### src/rtl/rig_pkg.sv
package rig_pkg;
  localparam logic [1:0] ADDR_CTRL = 2'd0;
  localparam logic [1:0] ADDR_HCMP = 2'd1;
  localparam logic [1:0] ADDR_VCMP = 2'd2;

  localparam int BIT_HEN   = 4;
  localparam int BIT_VEN   = 5;
  localparam int BIT_NMIEN = 7;

  typedef struct packed {
    logic ctrlWr;
    logic hCmpWr;
    logic vCmpWr;
  } wrStb_t;

  typedef struct packed {
    logic nmiCond;
    logic irqCond;
  } cond_t;
endpackage

### src/rtl/rig_datapath.sv
module rig_datapath
  import rig_pkg::*;
#(
  parameter int CNT_W     = 9,
  parameter int TAP_NMI   = 2,
  parameter int TAP_GUARD = 6,
  parameter int TAP_IRQ   = 10
) (
  input  logic             clk,
  input  logic             rstN,
  input  logic [CNT_W-1:0] hPos,
  input  logic [CNT_W-1:0] vPos,
  input  logic [CNT_W-1:0] visHeight,
  input  logic [CNT_W-1:0] wrData,
  input  wrStb_t           stb,
  output logic             hEn,
  output logic             vEn,
  output logic             nmiEn,
  output cond_t            cond
);
  localparam int HIST_D = (TAP_IRQ > TAP_GUARD)
                        ? ((TAP_IRQ > TAP_NMI) ? TAP_IRQ : TAP_NMI)
                        : ((TAP_GUARD > TAP_NMI) ? TAP_GUARD : TAP_NMI);

  logic [CNT_W-1:0] hHist [HIST_D];
  logic [CNT_W-1:0] vHist [HIST_D];
  logic [CNT_W-1:0] hCmp, vCmp;

  // counter history: entry k holds the value seen k+1 clocks ago
  always_ff @(posedge clk or negedge rstN) begin
    if (!rstN) begin
      for (int s = 0; s < HIST_D; s++) begin
        hHist[s] <= '0;
        vHist[s] <= '0;
      end
    end else begin
      hHist[0] <= hPos;
      vHist[0] <= vPos;
      for (int s = 1; s < HIST_D; s++) begin
        hHist[s] <= hHist[s-1];
        vHist[s] <= vHist[s-1];
      end
    end
  end

  always_ff @(posedge clk or negedge rstN) begin
    if (!rstN) begin
      hEn   <= 1'b0;
      vEn   <= 1'b0;
      nmiEn <= 1'b0;
      hCmp  <= '0;
      vCmp  <= '0;
    end else begin
      if (stb.ctrlWr) begin
        hEn   <= wrData[BIT_HEN];
        vEn   <= wrData[BIT_VEN];
        nmiEn <= wrData[BIT_NMIEN];
      end
      if (stb.hCmpWr) hCmp <= wrData;
      if (stb.vCmpWr) vCmp <= wrData;
    end
  end

  logic vHit, hHit, notLastDot;
  always_comb begin
    vHit       = !vEn || (vHist[TAP_IRQ-1] == vCmp);
    hHit       = !hEn || (hHist[TAP_IRQ-1] == hCmp);
    notLastDot = (vHist[TAP_GUARD-1] != '0) || (hHist[TAP_GUARD-1] != '0);
    cond.nmiCond = (vHist[TAP_NMI-1] >= visHeight);
    cond.irqCond = (hEn || vEn) && vHit && hHit && notLastDot;
  end
endmodule

### src/rtl/rig_control.sv
module rig_control
  import rig_pkg::*;
#(
  parameter int CNT_W    = 9,
  parameter int POLL_DIV = 4
) (
  input  logic             clk,
  input  logic             rstN,
  input  logic             wrEn,
  input  logic [1:0]       wrAddr,
  input  logic [CNT_W-1:0] wrData,
  input  logic             nmiRd,
  input  logic             irqRd,
  input  logic             nmiAck,
  input  logic             irqAck,
  input  logic             hEn,
  input  logic             vEn,
  input  logic             nmiEn,
  input  cond_t            cond,
  output wrStb_t           stb,
  output logic             pollTick,
  output logic             nmiLine,
  output logic             irqLine,
  output logic             nmiHold,
  output logic             irqHold,
  output logic             nmiPend,
  output logic             irqPend
);
  localparam int PH_W = (POLL_DIV > 2) ? $clog2(POLL_DIV) : 1;
  localparam logic [PH_W-1:0] PH_LAST = PH_W'(POLL_DIV - 1);

  logic [PH_W-1:0] phase, phaseNx;
  logic nmiValid, irqValid;
  logic nNV, nNL, nNH, nNP, nIV, nIL, nIH, nIP;
  logic newH, newV;

  assign pollTick = (phase == PH_LAST);

  always_comb begin
    stb.ctrlWr = wrEn && (wrAddr == ADDR_CTRL);
    stb.hCmpWr = wrEn && (wrAddr == ADDR_HCMP);
    stb.vCmpWr = wrEn && (wrAddr == ADDR_VCMP);
  end

  always_comb begin
    phaseNx = pollTick ? '0 : phase + PH_W'(1);
    newH    = wrData[BIT_HEN];
    newV    = wrData[BIT_VEN];
    nNV = nmiValid; nNL = nmiLine; nNH = nmiHold; nNP = nmiPend;
    nIV = irqValid; nIL = irqLine; nIH = irqHold; nIP = irqPend;

    // 1: acknowledge
    if (nmiAck) nNP = 1'b0;
    if (irqAck) nIP = 1'b0;

    // 2: poll
    if (pollTick) begin
      if (nNH && nmiEn) nNP = 1'b1;
      nNH = 1'b0;
      if (cond.nmiCond != nNV) begin
        nNV = cond.nmiCond;
        nNL = cond.nmiCond;
        if (cond.nmiCond) nNH = 1'b1;
      end
      nIH = 1'b0;
      if (nIL && (hEn || vEn)) nIP = 1'b1;
      if (cond.irqCond && !nIV) begin
        nIL = 1'b1;
        nIH = 1'b1;
      end
      nIV = cond.irqCond;
    end

    // 3: control write side effects
    if (stb.ctrlWr) begin
      if (newV && !newH && nIL) begin
        nIP = 1'b1;
      end else if (!newV && !newH) begin
        nIL = 1'b0;
        nIP = 1'b0;
      end
      if (wrData[BIT_NMIEN] && !nmiEn && nNL) nNP = 1'b1;
    end

    // 4: status reads
    if (nmiRd && !nNH) nNL = 1'b0;
    if (irqRd && !nIH) begin
      nIL = 1'b0;
      nIP = 1'b0;
    end
  end

  always_ff @(posedge clk or negedge rstN) begin
    if (!rstN) begin
      phase    <= '0;
      nmiValid <= 1'b0;
      nmiLine  <= 1'b0;
      nmiHold  <= 1'b0;
      nmiPend  <= 1'b0;
      irqValid <= 1'b0;
      irqLine  <= 1'b0;
      irqHold  <= 1'b0;
      irqPend  <= 1'b0;
    end else begin
      phase    <= phaseNx;
      nmiValid <= nNV;
      nmiLine  <= nNL;
      nmiHold  <= nNH;
      nmiPend  <= nNP;
      irqValid <= nIV;
      irqLine  <= nIL;
      irqHold  <= nIH;
      irqPend  <= nIP;
    end
  end
endmodule

### src/rtl/raster_irq_gen.sv
module raster_irq_gen
  import rig_pkg::*;
#(
  parameter int CNT_W     = 9,
  parameter int POLL_DIV  = 4,
  parameter int TAP_NMI   = 2,
  parameter int TAP_GUARD = 6,
  parameter int TAP_IRQ   = 10
) (
  input  logic             clk,
  input  logic             rstN,
  input  logic [CNT_W-1:0] hPos,
  input  logic [CNT_W-1:0] vPos,
  input  logic [CNT_W-1:0] visHeight,
  input  logic             wrEn,
  input  logic [1:0]       wrAddr,
  input  logic [CNT_W-1:0] wrData,
  input  logic             nmiRd,
  input  logic             irqRd,
  input  logic             nmiAck,
  input  logic             irqAck,
  output logic             nmiPend,
  output logic             irqPend,
  output logic             nmiStatus,
  output logic             irqStatus
);
  wrStb_t stb;
  cond_t  cond;
  logic   hEn, vEn, nmiEn;
  logic   pollTick, nmiHold, irqHold;

  rig_datapath #(
    .CNT_W(CNT_W), .TAP_NMI(TAP_NMI), .TAP_GUARD(TAP_GUARD), .TAP_IRQ(TAP_IRQ)
  ) u_dp (
    .clk(clk), .rstN(rstN), .hPos(hPos), .vPos(vPos), .visHeight(visHeight),
    .wrData(wrData), .stb(stb), .hEn(hEn), .vEn(vEn), .nmiEn(nmiEn), .cond(cond)
  );

  rig_control #(
    .CNT_W(CNT_W), .POLL_DIV(POLL_DIV)
  ) u_ctl (
    .clk(clk), .rstN(rstN), .wrEn(wrEn), .wrAddr(wrAddr), .wrData(wrData),
    .nmiRd(nmiRd), .irqRd(irqRd), .nmiAck(nmiAck), .irqAck(irqAck),
    .hEn(hEn), .vEn(vEn), .nmiEn(nmiEn), .cond(cond), .stb(stb),
    .pollTick(pollTick), .nmiLine(nmiStatus), .irqLine(irqStatus),
    .nmiHold(nmiHold), .irqHold(irqHold), .nmiPend(nmiPend), .irqPend(irqPend)
  );
endmodule

### config.mk
export PLATFORM = sky130hd
export DESIGN_NAME = raster_irq_gen
export DESIGN_NICKNAME = d
export VERILOG_FILES = /design/src/rtl/rig_pkg.sv /design/src/rtl/rig_datapath.sv /design/src/rtl/rig_control.sv /design/src/rtl/raster_irq_gen.sv
export SDC_FILE = /design/constraint.sdc
export NUM_CORES = 1
export LEC_CHECK = 0
export BUFFER_PORTS_ARGS = -buffer_cell sky130_fd_sc_hd__buf_2
export CORE_MARGIN = 2
export CORE_UTILIZATION = 50
export DETAILED_ROUTE_END_ITERATION = 8
export HOLD_SLACK_MARGIN = 0.03
export PLACE_DENSITY_LB_ADDON = 0.15
export SLEW_MARGIN = 20
export SYNTH_ARGS = -nofsm -noshare
export SYNTH_HDL_FRONTEND = slang
export SYNTH_HIERARCHICAL = 1
export SYNTH_SLANG_ARGS = --single-unit
export TNS_END_PERCENT = 30
### constraint.sdc
create_clock -name clk -period 2.5 [get_ports clk]
set_input_delay 0.375 -clock clk [delete_from_list [all_inputs] [get_ports clk]]
set_output_delay 0.375 -clock clk [all_outputs]
set_load 0.01 [all_outputs]
=== Word level (Yosys, flattened, before mapping) ===
Cells that the tools add are included.

* Bits in registers: 211
* Output and inout bits: 4

* $add $sub $neg: 1
* Order comparisons: 1
* Equal/unequal tests: 6
* Multiplexer cells: 27
* Reductions and logical operators: 32

{| class="wikitable"
|+ Operators by type and width
! kind !! number
|-
| two-way mux 1 bit || 26
|-
| equality test 9 bit || 2
|-
| nonzero test 9 bit || 2
|-
| logical AND 1 bit || 16
|-
| greater-or-equal comparator 9 bit || 1
|-
| logical NOT 1 bit || 8
|-
| equality test 2 bit, second input constant || 2
|-
| logical OR 1 bit || 4
|-
| adder 2 x 1 -> 2 bit, second input constant || 1
|-
| equality test 2 x 1 -> 1 bit, second input constant || 1
|-
| logical NOT 2 bit || 1
|-
| two-way mux 2 bit || 1
|-
| AND reduction 2 bit || 1
|-
| != test 1 bit || 1
|}

=== Longest topological paths before layout ===
* Depth after elaboration: 12
* Depth in mapped cells: 10
* Mapped depth without buffers: 10

=== Hierarchy ===
The synthesis kept the hierarchy.

{| class="wikitable"
|+ By module, submodules not included
! module !! times used !! cells each !! area each (um^2)
|-
| rig_datapath || 1 || 285 || 5756.8
|-
| rig_control || 1 || 42 || 483.0
|}

=== Worst setup path before layout ===
Ideal clock, no wire load.

* Path type: input -> register
* Start point: input port visHeight[6]
* End point: register u_ctl.nmiPend
* Library setup time: 0.130 ns
* Arrival: 2.064 ns
* Data required time: 2.370 ns
* Slack: 0.306 ns
* Stages: 9
* Buffers on the path: 0
* Path through: inv_1 > ha_1 > nand4_1 > o311a_1 > o21ai_0 > ha_1 > nand2b_1 > mux2i_1 > o21ai_0

{| class="wikitable"
|+ RTL lines
! item !! line !! source
|-
| start, declared || raster_irq_gen.sv:14 || <nowiki>input logic [CNT_W-1:0] visHeight,</nowiki>
|-
| end signal, assigned || rig_control.sv:109 || <nowiki>nmiPend <= nNP;</nowiki>
|-
| end, declared || rig_control.sv:26 || <nowiki>output logic nmiPend,</nowiki>
|}

==> summary.md <==
| Metric | Value |
|---|---|
| Run status | `completed` |
| Cell area power density | `approximately 930 nW/um2` |
| Final WS setup | `0.161 ns` |
| Slowest-stage cell, CP | `dfrtp_1` |
| Worst reg2reg startpoint | `u_dp/vHist[72]` |
| Number of search-and-repair iterations in the first detailed-routing pass | `3` |
| Required time reported for the critical path endpoint | `approximately 2.8 ns` |
| Share of layout cells above drive strength 1 | `28.5%` |
| Total global-route track usage | `between 10% and 20%` |
| TritonCTS clock tree | `yes` |
| Number of diodes | `0` |
| Y dimension of the die | `~120 um` |
| Maximum number of pins on one net before global-route repair | `a little under 90` |
| Post-Place Worst Slack | `-0.0280 ns` |
| Fin crit period | `~2.3 ns` |
| Number of levels the H-tree was split into | `1` |
| Count of synthesis-stage warnings from yosys | `6` |
| Standard-cell rows | `40` |
| Antenna-violating nets left | `0` |
| End of the worst hold path | `u_dp/vCmp[0]` |
| Distinct cell type count of the synthesized netlist | `35` |
| CP Cell Sequence | `inv_1 -> ha_1 -> nand2b_1 -> a211oi_2 -> o311a_1 -> o21ai_1 -> buf_4 -> ha_1 -> nand2b_4 -> mux2i_2 -> o21ai_1` |
| Delay contributed by the slowest stage of the critical path | `between 0.3 and 0.4 ns` |
| Die ar. | `approximately 13000 um2` |
| Sum of negative setup slack | `0 ns` |
| Mapped Avg Cell Area | `19.1 um2` |
| Relative slew margins | `54.3%` |
| Async set-reset flop share out of synthesis | `100%` |
| Vias after detailed routing | `approximately 2800` |
| Final setup violating endpoints | `0` |
| R2r worst-path depth | `11` |
| Type of destination of the critical path | `register` |
| Kind of critical path | `register to register` |
| Hold Vio Cnt, Final | `0` |
| Synthesized flop and latch total | `approximately 210` |
| Min-Delay Startpoint | `wrData[0]` |
| Worst-Skew Late Latency | `0.48 ns` |
| Number of enable-type register cells in the synthesized netlist | `0` |
| Initial core utilization | `between 50% and 60%` |
| Maximum achievable frequency | `about 0.43 GHz` |
| Synth Instances | `between 300 and 400` |
| Global-route wire length before repair | `between 10000 and 15000 um` |
| Clock skew after layout | `between 0.015 and 0.02 ns` |
| Initial detailed-routing violation count | `123` |
| Routed vias/inst | `about 4.6` |
| Reported leakage power | `3.56 nW` |
| Post-synth net total | `383` |
| Worst hold path cell count | `2` |
| Most used cells in the layout excluding fill and tap cells | `dfrtp_1, buf_2, mux2_2` |
| Design Power | `roughly 0.007 W` |
| Hold Slack | `roughly 0.16 ns` |
| RSZ-0062 raised after global routing | `false` |
| Clock tree root buffer cell | `clkbuf_16` |
| Remaining routing DRC violations | `0` |
| # clock sinks | `211` |
| R2r setup slk | `0.16 ns` |
| Most frequent standard cell in the layout excluding fill and tap cells | `dfrtp_1` |
| Largest buffer count on any clock path | `3` |
| Worst-path clk slew | `around 0.060 ns` |
| Primary flip-flop cell chosen by synthesis mapping | `dfrtp_1` |
| Number of top-level design ports | `49` |
| Setup fix buffers added after clock tree synthesis | `0` |
| Aggregate global routing overflow | `0` |
| Final slew viol count | `0` |
| Number of buffers added by the clock tree synthesis step | `21` |
| Worst endpoint data arrival time | `approximately 2.7 ns` |
| Slew @ Worst Pin | `approximately 0.69 ns` |
| Worst IR Drop VDD | `approximately 0.65 mV` |
| Post-DR wirelength/cell | `13.4 um` |
| Port Buffers | `48` |
| Portion of the clock cycle consumed by the worst path in the final layout | `93.6%` |
| Number of global-route vias before repair | `just under 3000` |
| Total standard cell area after synthesis | `6240 um2` |
| Top fanout value on the critical path | `3` |
| CORE AREA | `about 12000 um2` |
| Weighted congestion reported at the end of routability-driven placement | `~0.75` |
| Seq/Total Area, Yosys | `a little over four fifths` |
| Hold WC Path Type | `input port to register` |
| Chip Width | `116 um` |
| Sum of routed wire length over all layers | `a little over 8000 um` |
| Endpoint of the most critical register-to-register path | `u_ctl/nmiPend` |
| Max Cap Violations | `0` |
| HPWL reported at the end of detailed placement | `between 4000 and 5000 um` |
| Initial antenna violation count | `0` |
| Fin nets | `between 400 and 500` |
| Nature of the critical path startpoint | `register` |
| Layout overhead on the synthesized area | `22.8%` |
| Launch point of the critical path | `u_dp/vHist[72]` |
## flip-flops by register name, summed over array words and instances, names as in the netlist
register,cells
u_ctl/irqHold,1
u_ctl/irqLine,1
u_ctl/irqPend,1
u_ctl/irqValid,1
u_ctl/nmiHold,1
u_ctl/nmiLine,1
u_ctl/nmiPend,1
u_ctl/nmiValid,1
u_ctl/phase,2
u_dp/hCmp,9
u_dp/hEn,1
u_dp/hHist,90
u_dp/nmiEn,1
u_dp/vCmp,9
u_dp/vEn,1
u_dp/vHist,90
## Yosys cell counts (2+ instances only)
| master | instances | share of area [%] |
|---|---|---|
| nand3_1 | 2 | 0.16 |
| xnor2_1 | 3 | 0.42 |
| ha_1 | 11 | 2.2 |
| nor4_1 | 4 | 0.40 |
| nand4_1 | 3 | 0.30 |
| dfrtp_1 | 211 | 85 |
| mux2_2 | 24 | 4.3 |
| inv_1 | 13 | 0.78 |
| a21oi_1 | 2 | 0.16 |
| nor2_1 | 6 | 0.36 |
| nor4_2 | 3 | 0.60 |
| o21ai_0 | 2 | 0.16 |
| clkbuf_1 | 3 | 0.18 |
| and3b_2 | 2 | 0.32 |
| xor2_1 | 15 | 2.1 |
| nand2b_1 | 4 | 0.40 |
## metrics by stage
step | std cells | utilization [%] | instance area [um2]
2_1_floorplan | 327 | - | 6240
3_3_place_gp | 547 | 55.9 | 6770
3_5_place_dp | 547 | 55.9 | 6770
4_1_cts | 603 | 63.2 | 7650
5_1_grt | 603 | 63.3 | 7660
6_report | 603 | 63.3 | 7660
## where the power goes
| part | switching [W] | internal [W] |
|---|---|---|
| logic | 0.000174 | 0.000204 |
| registers | 0.000110 | 0.00365 |
| clock network | 0.00118 | 0.00183 |
## worst max-delay path: cells and delay by family (launching register included)
kind                     cells  cell delay (ns)
AO/OA/AOI/OAI                4             0.60
adder cells (fa/ha/maj)      2             0.49
buffers and inverters        2             0.21
flip-flops                   1             0.38
multiplexers                 1             0.20
AND/OR/NAND/NOR              2             0.31
## worst max-delay path by stage
stage / endpoint / cells past startpoint
final: u_ctl/nmiPend / 11
after global routing: u_ctl/nmiPend / 11
after CTS: u_ctl/nmiPend / 11
after detailed placement: u_ctl/nmiPend / 11
after global placement: u_ctl/nmiPend / 11
after floorplan: u_ctl/nmiPend / 9
## cell families after synthesis
logic type	after synthesis	share of synthesized area, %
flops	211	84.6
simple gates	33	3.61
mux	25	4.49
xor+xnor	18	2.53
buf+inv	16	0.963
compound gates	13	1.58
fa+ha+maj	11	2.21
## repair_timing
| item | in CTS | in global routing |
|---|---|---|
| gates resized for setup | 0 | 5 |
| endpoints found under the setup margin | 0 | 3 |
| hold buffers | 19 | 0 |
| endpoints found under the hold margin | 99 | 0 |
## routing by layer
metal	wire length, um	track usage [%]	vias up
met1	3470	17.1	1394
met4	208	4.84	0
met2	4020	22.5	67
met5	0	0	-
met3	381	3.03	16
li1	-	-	1273
## layout make-up
type | instances | area (um2)
Inverter | 13 | 48.8
Clock buffer | 30 | 619
Sequential cell | 211 | 5280
Timing Repair Buffer | 74 | 517
Multi-Input combinational cell | 100 | 916
Tap cell | 168 | 210
Clock inverter | 7 | 73.8
Fill cell | 900 | 4450
No activity file was read; power rests on OpenSTA's default activity.
